**config.mk**
```make
export PLATFORM = sky130hd
export DESIGN_NAME = pil_select_top
export DESIGN_NICKNAME = d
export VERILOG_FILES = /design/src/rtl/pil_sel_pkg.sv /design/src/rtl/pil_line_bank.sv /design/src/rtl/pil_pending.sv /design/src/rtl/pil_prio_pick.sv /design/src/rtl/pil_req_ctrl.sv /design/src/rtl/pil_select_top.sv
export SDC_FILE = /design/constraint.sdc
export NUM_CORES = 1
export LEC_CHECK = 0
export BUFFER_PORTS_ARGS = -buffer_cell sky130_fd_sc_hd__buf_4
export CAP_MARGIN = 30
export CORE_MARGIN = 2
export CORE_UTILIZATION = 41
export CTS_BUF_LIST = sky130_fd_sc_hd__clkbuf_8
export CTS_CLUSTER_DIAMETER = 150
export DETAILED_ROUTE_END_ITERATION = 6
export GPL_TIMING_DRIVEN = 0
export HOLD_SLACK_MARGIN = 0.08
export PLACE_DENSITY = 0.64
export SYNTH_ARGS = -nofsm -noshare
export SYNTH_HDL_FRONTEND = slang
export SYNTH_HIERARCHICAL = 1
export SYNTH_SLANG_ARGS = --single-unit
```
**constraint.sdc**
```tcl
create_clock -name clk -period 3.7 [get_ports clk]
set_clock_uncertainty 0.2 [all_clocks]
set_input_delay 0.555 -clock clk [delete_from_list [all_inputs] [get_ports clk]]
set_output_delay 0.555 -clock clk [all_outputs]
set_load 0.01 [all_outputs]
```
**src/rtl/pil_sel_pkg.sv**
```systemverilog
// Package: shared defaults and the decision type of the interrupt level selector.
// Assumes a 16-level interrupt scheme with a 9-bit trap type field.
package pil_sel_pkg;

    localparam int unsigned    DEF_LEVELS      = 16;
    localparam int unsigned    DEF_TT_W        = 9;
    localparam int unsigned    DEF_TL_W        = 3;
    localparam int unsigned    DEF_TICK_POS    = 0;
    localparam int unsigned    DEF_STICK_POS   = 15;
    localparam int unsigned    DEF_TIMER_LEVEL = 14;
    localparam logic [8:0]     DEF_EXT_BASE    = 9'h040;

    // Action taken by the request controller on a clock edge
    typedef enum logic [1:0] {
        ACT_HOLD  = 2'd0,
        ACT_CLEAR = 2'd1,
        ACT_RAISE = 2'd2
    } pil_act_e;

endpackage

```
**src/rtl/pil_line_bank.sv**
```systemverilog
// Module: request-line vector and core halt flag.
// Each line is a flop written by a single-line event; a raise wakes the core.
// Assumes at most one line event per cycle.
module pil_line_bank #(
    parameter int unsigned NUM_LEVELS = 16,
    localparam int unsigned LVL_W     = $clog2(NUM_LEVELS)
) (
    input  logic                  clk,
    input  logic                  rst_n,
    input  logic                  line_evt,
    input  logic [LVL_W-1:0]      line_lvl,
    input  logic                  line_val,
    input  logic                  halt_enter,
    output logic [NUM_LEVELS-1:0] lines,
    output logic                  halted
);

    // One flop per request line, written only when addressed
    for (genvar g = 0; g < NUM_LEVELS; g++) begin : g_line
        always_ff @(posedge clk) begin
            if (!rst_n)
                lines[g] <= 1'b0;
            else if (line_evt && (line_lvl == LVL_W'(g)))
                lines[g] <= line_val;
        end
    end

    // Halt state: a raise wakes the core and wins over a halt strobe
    always_ff @(posedge clk) begin
        if (!rst_n)
            halted <= 1'b0;
        else if (line_evt && line_val)
            halted <= 1'b0;
        else if (halt_enter)
            halted <= 1'b1;
    end

    AST_WAKE_ON_RAISE: assert property (@(posedge clk) disable iff (!rst_n)
        (line_evt && line_val) |=> !halted);

    AST_LOWER_CLEARS_LINE: assert property (@(posedge clk) disable iff (!rst_n)
        (line_evt && !line_val) |=> !lines[$past(line_lvl)]);

    AST_HALT_ENTRY: assert property (@(posedge clk) disable iff (!rst_n)
        (halt_enter && !(line_evt && line_val)) |=> halted);

endmodule

```
**src/rtl/pil_pending.sv**
```systemverilog
// Module: builds the pending-level vector from request lines and the software word.
// The two timer-match bits are kept out of the OR and reported on TIMER_LEVEL instead.
// Purely combinational.
module pil_pending #(
    parameter int unsigned NUM_LEVELS  = 16,
    parameter int unsigned TICK_POS    = 0,
    parameter int unsigned STICK_POS   = 15,
    parameter int unsigned TIMER_LEVEL = 14
) (
    input  logic [NUM_LEVELS-1:0] lines,
    input  logic [NUM_LEVELS-1:0] softint,
    output logic [NUM_LEVELS-1:0] pend
);

    localparam logic [NUM_LEVELS-1:0] TIMER_MASK =
        (NUM_LEVELS'(1) << TICK_POS) | (NUM_LEVELS'(1) << STICK_POS);

    // Merge sources, then fold the timer matches onto their level
    always_comb begin
        pend = lines | (softint & ~TIMER_MASK);
        if (softint[TICK_POS] || softint[STICK_POS])
            pend[TIMER_LEVEL] = 1'b1;
    end

endmodule

```
**src/rtl/pil_prio_pick.sv**
```systemverilog
// Module: finds the highest pending level strictly above the current interrupt level.
// Combinational; clk/rst_n only time its assertions.
module pil_prio_pick #(
    parameter int unsigned NUM_LEVELS = 16,
    localparam int unsigned LVL_W     = $clog2(NUM_LEVELS)
) (
    input  logic                  clk,
    input  logic                  rst_n,
    input  logic [NUM_LEVELS-1:0] pend,
    input  logic [LVL_W-1:0]      cur_pil,
    output logic                  found,
    output logic [LVL_W-1:0]      lvl
);

    logic [NUM_LEVELS-1:0] elig;

    // Eligibility per level: pending and above the current level
    for (genvar g = 0; g < NUM_LEVELS; g++) begin : g_elig
        assign elig[g] = pend[g] && (LVL_W'(g) > cur_pil);
    end

    // Priority encode, highest index wins
    always_comb begin
        found = 1'b0;
        lvl   = '0;
        for (int i = 0; i < NUM_LEVELS; i++) begin
            if (elig[i]) begin
                found = 1'b1;
                lvl   = LVL_W'(i);
            end
        end
    end

    AST_PICK_ABOVE_PIL: assert property (@(posedge clk) disable iff (!rst_n)
        found |-> (lvl > cur_pil));

    AST_PICK_IS_PENDING: assert property (@(posedge clk) disable iff (!rst_n)
        found |-> pend[lvl]);

endmodule

```
**src/rtl/pil_req_ctrl.sv**
```systemverilog
// Module: registered hard-request flag and selected trap type.
// Clears when nothing is pending, raises on a new unblocked candidate, else holds.
// Assumes the external base has its low LVL_W bits clear.
module pil_req_ctrl
    import pil_sel_pkg::*;
#(
    parameter int unsigned NUM_LEVELS = 16,
    parameter int unsigned TT_W       = 9,
    parameter int unsigned TL_W       = 3,
    parameter logic [TT_W-1:0] EXT_BASE = TT_W'(9'h040),
    localparam int unsigned LVL_W     = $clog2(NUM_LEVELS)
) (
    input  logic              clk,
    input  logic              rst_n,
    input  logic              pend_any,
    input  logic              found,
    input  logic [LVL_W-1:0]  lvl,
    input  logic              int_en,
    input  logic [TL_W-1:0]   trap_lvl,
    input  logic [TT_W-1:0]   active_tt,
    output logic              hard_req,
    output logic [TT_W-1:0]   sel_tt
);

    localparam logic [TT_W-1:0] LVL_MASK = TT_W'((1 << LVL_W) - 1);

    logic [TT_W-1:0] cand;
    logic            blocked;
    pil_act_e        act;

    // Candidate trap type and the nested-trap block condition
    always_comb begin
        cand    = EXT_BASE | {{(TT_W-LVL_W){1'b0}}, lvl};
        blocked = (trap_lvl != '0) && (active_tt > cand);
    end

    // Decide the action for this edge
    always_comb begin
        act = ACT_HOLD;
        if (!pend_any) begin
            if (hard_req)
                act = ACT_CLEAR;
        end else if (int_en && found && !blocked && (cand != sel_tt)) begin
            act = ACT_RAISE;
        end
    end

    // Output registers
    always_ff @(posedge clk) begin
        if (!rst_n) begin
            hard_req <= 1'b0;
            sel_tt   <= '0;
        end else begin
            case (act)
                ACT_CLEAR: begin
                    hard_req <= 1'b0;
                    sel_tt   <= '0;
                end
                ACT_RAISE: begin
                    hard_req <= 1'b1;
                    sel_tt   <= cand;
                end
                default: ;
            endcase
        end
    end

    AST_CLEAR_WHEN_IDLE: assert property (@(posedge clk) disable iff (!rst_n)
        (!pend_any && hard_req) |=> (!hard_req && (sel_tt == '0)));

    AST_HOLD_DISABLED: assert property (@(posedge clk) disable iff (!rst_n)
        (!int_en && pend_any) |=> ($stable(hard_req) && $stable(sel_tt)));

    AST_TRAP_BLOCK: assert property (@(posedge clk) disable iff (!rst_n)
        (pend_any && found && (trap_lvl != '0) && (active_tt > cand))
            |=> ($stable(hard_req) && $stable(sel_tt)));

    AST_TT_ON_BASE: assert property (@(posedge clk) disable iff (!rst_n)
        hard_req |-> ((sel_tt & ~LVL_MASK) == EXT_BASE));

endmodule

```
**src/rtl/pil_select_top.sv**
```systemverilog
// Module: top of the interrupt level selector.
// Line bank -> pending merge -> priority pick -> registered request controller.
// Line events reach the outputs in two edges, other inputs in one.
module pil_select_top
    import pil_sel_pkg::*;
#(
    parameter int unsigned NUM_LEVELS  = DEF_LEVELS,
    parameter int unsigned TT_W        = DEF_TT_W,
    parameter int unsigned TL_W        = DEF_TL_W,
    parameter int unsigned TICK_POS    = DEF_TICK_POS,
    parameter int unsigned STICK_POS   = DEF_STICK_POS,
    parameter int unsigned TIMER_LEVEL = DEF_TIMER_LEVEL,
    parameter logic [TT_W-1:0] EXT_BASE = TT_W'(DEF_EXT_BASE),
    localparam int unsigned LVL_W      = $clog2(NUM_LEVELS)
) (
    input  logic                  clk,
    input  logic                  rst_n,
    input  logic                  line_evt,
    input  logic [LVL_W-1:0]      line_lvl,
    input  logic                  line_val,
    input  logic                  halt_enter,
    input  logic [NUM_LEVELS-1:0] softint,
    input  logic [LVL_W-1:0]      cur_pil,
    input  logic                  int_en,
    input  logic [TL_W-1:0]       trap_lvl,
    input  logic [TT_W-1:0]       active_tt,
    output logic                  hard_req,
    output logic [TT_W-1:0]       sel_tt,
    output logic                  halted
);

    logic [NUM_LEVELS-1:0] lines;
    logic [NUM_LEVELS-1:0] pend;
    logic                  pend_any;
    logic                  found;
    logic [LVL_W-1:0]      lvl;

    pil_line_bank #(.NUM_LEVELS(NUM_LEVELS)) u_lines (
        .clk        (clk),
        .rst_n      (rst_n),
        .line_evt   (line_evt),
        .line_lvl   (line_lvl),
        .line_val   (line_val),
        .halt_enter (halt_enter),
        .lines      (lines),
        .halted     (halted)
    );

    pil_pending #(
        .NUM_LEVELS  (NUM_LEVELS),
        .TICK_POS    (TICK_POS),
        .STICK_POS   (STICK_POS),
        .TIMER_LEVEL (TIMER_LEVEL)
    ) u_pend (
        .lines   (lines),
        .softint (softint),
        .pend    (pend)
    );

    // Any level pending at all
    assign pend_any = |pend;

    pil_prio_pick #(.NUM_LEVELS(NUM_LEVELS)) u_pick (
        .clk     (clk),
        .rst_n   (rst_n),
        .pend    (pend),
        .cur_pil (cur_pil),
        .found   (found),
        .lvl     (lvl)
    );

    pil_req_ctrl #(
        .NUM_LEVELS (NUM_LEVELS),
        .TT_W       (TT_W),
        .TL_W       (TL_W),
        .EXT_BASE   (EXT_BASE)
    ) u_ctrl (
        .clk       (clk),
        .rst_n     (rst_n),
        .pend_any  (pend_any),
        .found     (found),
        .lvl       (lvl),
        .int_en    (int_en),
        .trap_lvl  (trap_lvl),
        .active_tt (active_tt),
        .hard_req  (hard_req),
        .sel_tt    (sel_tt)
    );

endmodule

```
==> impl_metrics.csv <==
group,metric,value,unit
worst_setup_path,max_stage_delay,0.37,ns
yosys,yosysWarnings,6,
timing,setup_tns,0,ns
finish,drive_gt1_share,35.4,%
power,p_sw,0.168,mW
floorplanning,rows,23,
yosys,synth.distinct_cells,55,
routing,via_count,1703,
yosys,syn_area_per_cell,8.26,um2
finish,fill_cells,404,
power,pwr-share-clk,28.9,%
yosys,async_flop_share,0,%
routing,routed_wl,4460,um
place,dp_slack,0.0547,ns
clock_network,ctsHoldBuffers,0,
worst_setup_path,endpoint_kind,"flip-flop",
timing,tightest_slew,0.542,ns
clock_network,cts_root_buf,"clkbuf_8",
worst_setup_path,r2r_slack,0.44,ns
power,combPwrFrac,29.0,%
place,gp_congestion,0.901,
yosys,yosys_register_bits,22,
global_routing,grt-ovfl-total,0,
clock_network,clk_path_buf_depth,2,
floorplanning,die_h,68.9,um
yosys,syn_inst,209,
global_routing,track_usage,20.1,%
hold_path,min_to,"u_lines/lines[2]",
clock_network,tritoncts,"yes",
yosys,synth_edf_count,0,
worst_setup_path,worst_path_max_delay_cell,"a2111oi_4",
place,post_dp_cell_area,0.00215,mm2
worst_setup_path,start_kind,"input pin",
timing,min_period_over_period,90.8,%
routing,drtAntennaViolNets,0,
timing,period_needed,3.36,ns
global_routing,grt_pass1_vias,1574,
timing,relSlewSlack,63.6,%
routing,first_pass_iters,4,
power,vdd_ir_drop_max,245,uV
timing,worst_slack,0.340,ns
worst_setup_path,worstPathArrival,3.34,ns
yosys,synthFlopType,"dfxtp_1",
worst_setup_path,crit_chain,"buf_4 -> or2_2 -> a2111oi_4 -> a21oi_1 -> o211ai_1 -> inv_1 -> ha_1 -> nand3_1 -> o22ai_1 -> o221a_2 -> nor4_4 -> mux2i_1",
global_routing,antenna_found_initial,0,
timing,rsz0062_at_grt,"no",
timing,hold_slack,0.259,ns
clock_network,cts_buffers,3,
global_routing,grt_max_degree,13,
power,internal_power,0.421,mW
worst_setup_path,timing.rr.end,"u_ctrl/sel_tt[3]",
clock_network,htreeDepth,1,
floorplanning,coreArea,0.00403,mm2
routing,drtIter0Drc,95,
finish,nets,310,
timing,setup_viol,0,
floorplanning,start_util,42.8,%
clock_network,worstSkewPairLatency,0.26,ns
floorplanning,ios,53,
hold_path,hold_start,"u_lines/lines[2]",
clock_network,post_cts_buffers,0,
timing,fmax,298,MHz
global_routing,grt_pass1_wl,7160,um
worst_setup_path,critPathMaxFanout,5,
power,p_seq_share,42.1,%
yosys,netlist_area,0.00173,mm2
finish,antenna_cells,0,
timing,slew_viol_final,0,
floorplanning,die_x,68.9,um
clock_network,cts_sinks,22,
power,total_power,0.589,mW
floorplanning,die_area,0.00474,mm2
routing,drc,0,
hold_path,hold_class,"flip-flop to flip-flop",
clock_network,clk_pin_slew_worst_paths,0.08,ns
timing,hold_viol,0,
power,p_per_area,267,mW/mm2
routing,wire_per_inst,14.2,um
power,swShare,28.5,%
yosys,yosysSeqAreaShare,25.5,%
finish,fin_area,0.00221,mm2
worst_setup_path,r2r-start,"u_lines/lines[14]",
worst_setup_path,reg2regPathDepth,11,
routing,routed_via_density,5.44,
worst_setup_path,crit_required,3.68,ns
place,portBuffers,47,
power,cellLeakagePower,1.02,nW
worst_setup_path,critical_path_class,"input pin to flip-flop",
flow_run,cap_viol_max_count,0,
clock_network,post_cts_resized,0,
place,dp_hpwl,3560,um
hold_path,min_path_cells,2,
finish,area_delta_synth_final,27.9,%
status,outcome,"finished clean",
==> logic make-up (layout without fill, tap and decap cells) <==
kind of cell,after synthesis,after routing,synth area share [%]
AND/OR/NAND/NOR,80,80,29.1
AO/OA/AOI/OAI,62,62,26.9
buffers and inverters,28,79,8.70
flip-flops,22,22,25.5
multiplexers,8,8,4.64
adder cells (fa/ha/maj),4,4,2.90
XOR/XNOR,4,4,2.03
other,1,4,0.217
==> routing by layer <==
metal,vias to the layer above,GRT usage (%),share of wire [%]
met5,-,0,0
met4,0,5.88,1.5
met3,8,1.79,3.8
met2,48,35.1,48
met1,771,26.2,46
li1,876,-,-
==> cells in the final DEF, fill, tap and decap left out, types with 2 or more instances in the layout <==
cell	n
nor3_1	5
xor2_1	3
nand2_1	21
a21o_1	3
o311ai_1	3
buf_2	6
clkbuf_8	4
o41ai_1	4
o22ai_2	2
dfxtp_1	22
o31ai_1	9
nor3b_1	2
ha_1	4
a21oi_1	9
nand3_1	4
o21ai_0	6
nand2b_1	4
o211ai_1	10
or2_2	13
mux2i_1	8
nor4_1	5
nor2_1	9
nand3b_1	2
inv_1	12
o22ai_1	3
a31oi_1	3
buf_4	55
conb_1	4
==> how the worst max path moves through the flow <==
stage	startpoint	end	cells past startpoint
finish	softint[4]	u_ctrl/sel_tt[3]	12
global route	softint[4]	u_ctrl/sel_tt[3]	12
CTS	softint[14]	u_ctrl/sel_tt[3]	12
detailed placement	softint[14]	u_ctrl/sel_tt[3]	12
global placement	softint[14]	u_ctrl/sel_tt[2]	12
floorplan	softint[14]	u_ctrl/sel_tt[0]	11
==> final cells by class <==
cell class | instances | area (um2) | share of cell area [%]
buffer | 15 | 101 | 4.59
clock buffer | 4 | 55.1 | 2.49
timing repair buffer | 47 | 353 | 16.0
tap | 50 | 62.6 | 2.83
sequential | 22 | 440 | 20.0
multi-input combinational | 162 | 1150 | 51.9
inverter | 13 | 48.8 | 2.21
==> synthesized netlist by cell type (2+ instances only) <==
library cell | count | area, um2
nor3b_1 | 2 | 15.0
nor2_1 | 9 | 33.8
o31ai_1 | 9 | 67.6
o41ai_1 | 4 | 35.0
nand3b_1 | 2 | 15.0
nand3_1 | 4 | 20.0
o311ai_1 | 3 | 26.3
xor2_1 | 3 | 26.3
inv_1 | 12 | 45.0
nor3_1 | 5 | 25.0
buf_4 | 8 | 60.1
o22ai_1 | 3 | 18.8
mux2i_1 | 8 | 80.1
nor4_1 | 5 | 31.3
o21ai_0 | 6 | 30.0
nand2b_1 | 4 | 25.0
a31oi_1 | 3 | 18.8
buf_2 | 6 | 30.0
dfxtp_1 | 22 | 440
or2_2 | 13 | 81.3
a21o_1 | 3 | 22.5
o22ai_2 | 2 | 25.0
ha_1 | 4 | 50.1
nand2_1 | 21 | 78.8
o211ai_1 | 10 | 75.1
a21oi_1 | 9 | 45.0
==> stage by stage <==
step / instances / utilization (%)
after global routing: 313 / 54.8
after global placement: 309 / 53.4
after floorplan: 212 / -
final: 313 / 54.8
after detailed placement: 309 / 53.4
after CTS: 313 / 54.8
==> critical path: cells and delay by family <==
kind            cells  cell delay, ns
simple gates        3            0.82
fa+ha+maj           1            0.28
compound gates      5            1.22
mux                 1            0.27
buf+inv             2            0.18
==> power groups by stage <==
stage | combinational [mW] | clock [mW] | sequential (mW)
final | 0.171 | 0.170 | 0.248
after global routing | 0.189 | 0.184 | 0.249
after CTS | 0.171 | 0.173 | 0.248
after detailed placement | 0.171 | 0 | 0.254
after global placement | 0.169 | 0 | 0.254
after floorplan | 0.100 | 0 | 0.255
==> state kept, by name, summed over array words and instances, names as in the netlist <==
signal	flops
u_lines/lines	16
u_lines/halted	1
u_ctrl/sel_tt	5
Note: power is estimated with default switching activity, not from simulation.
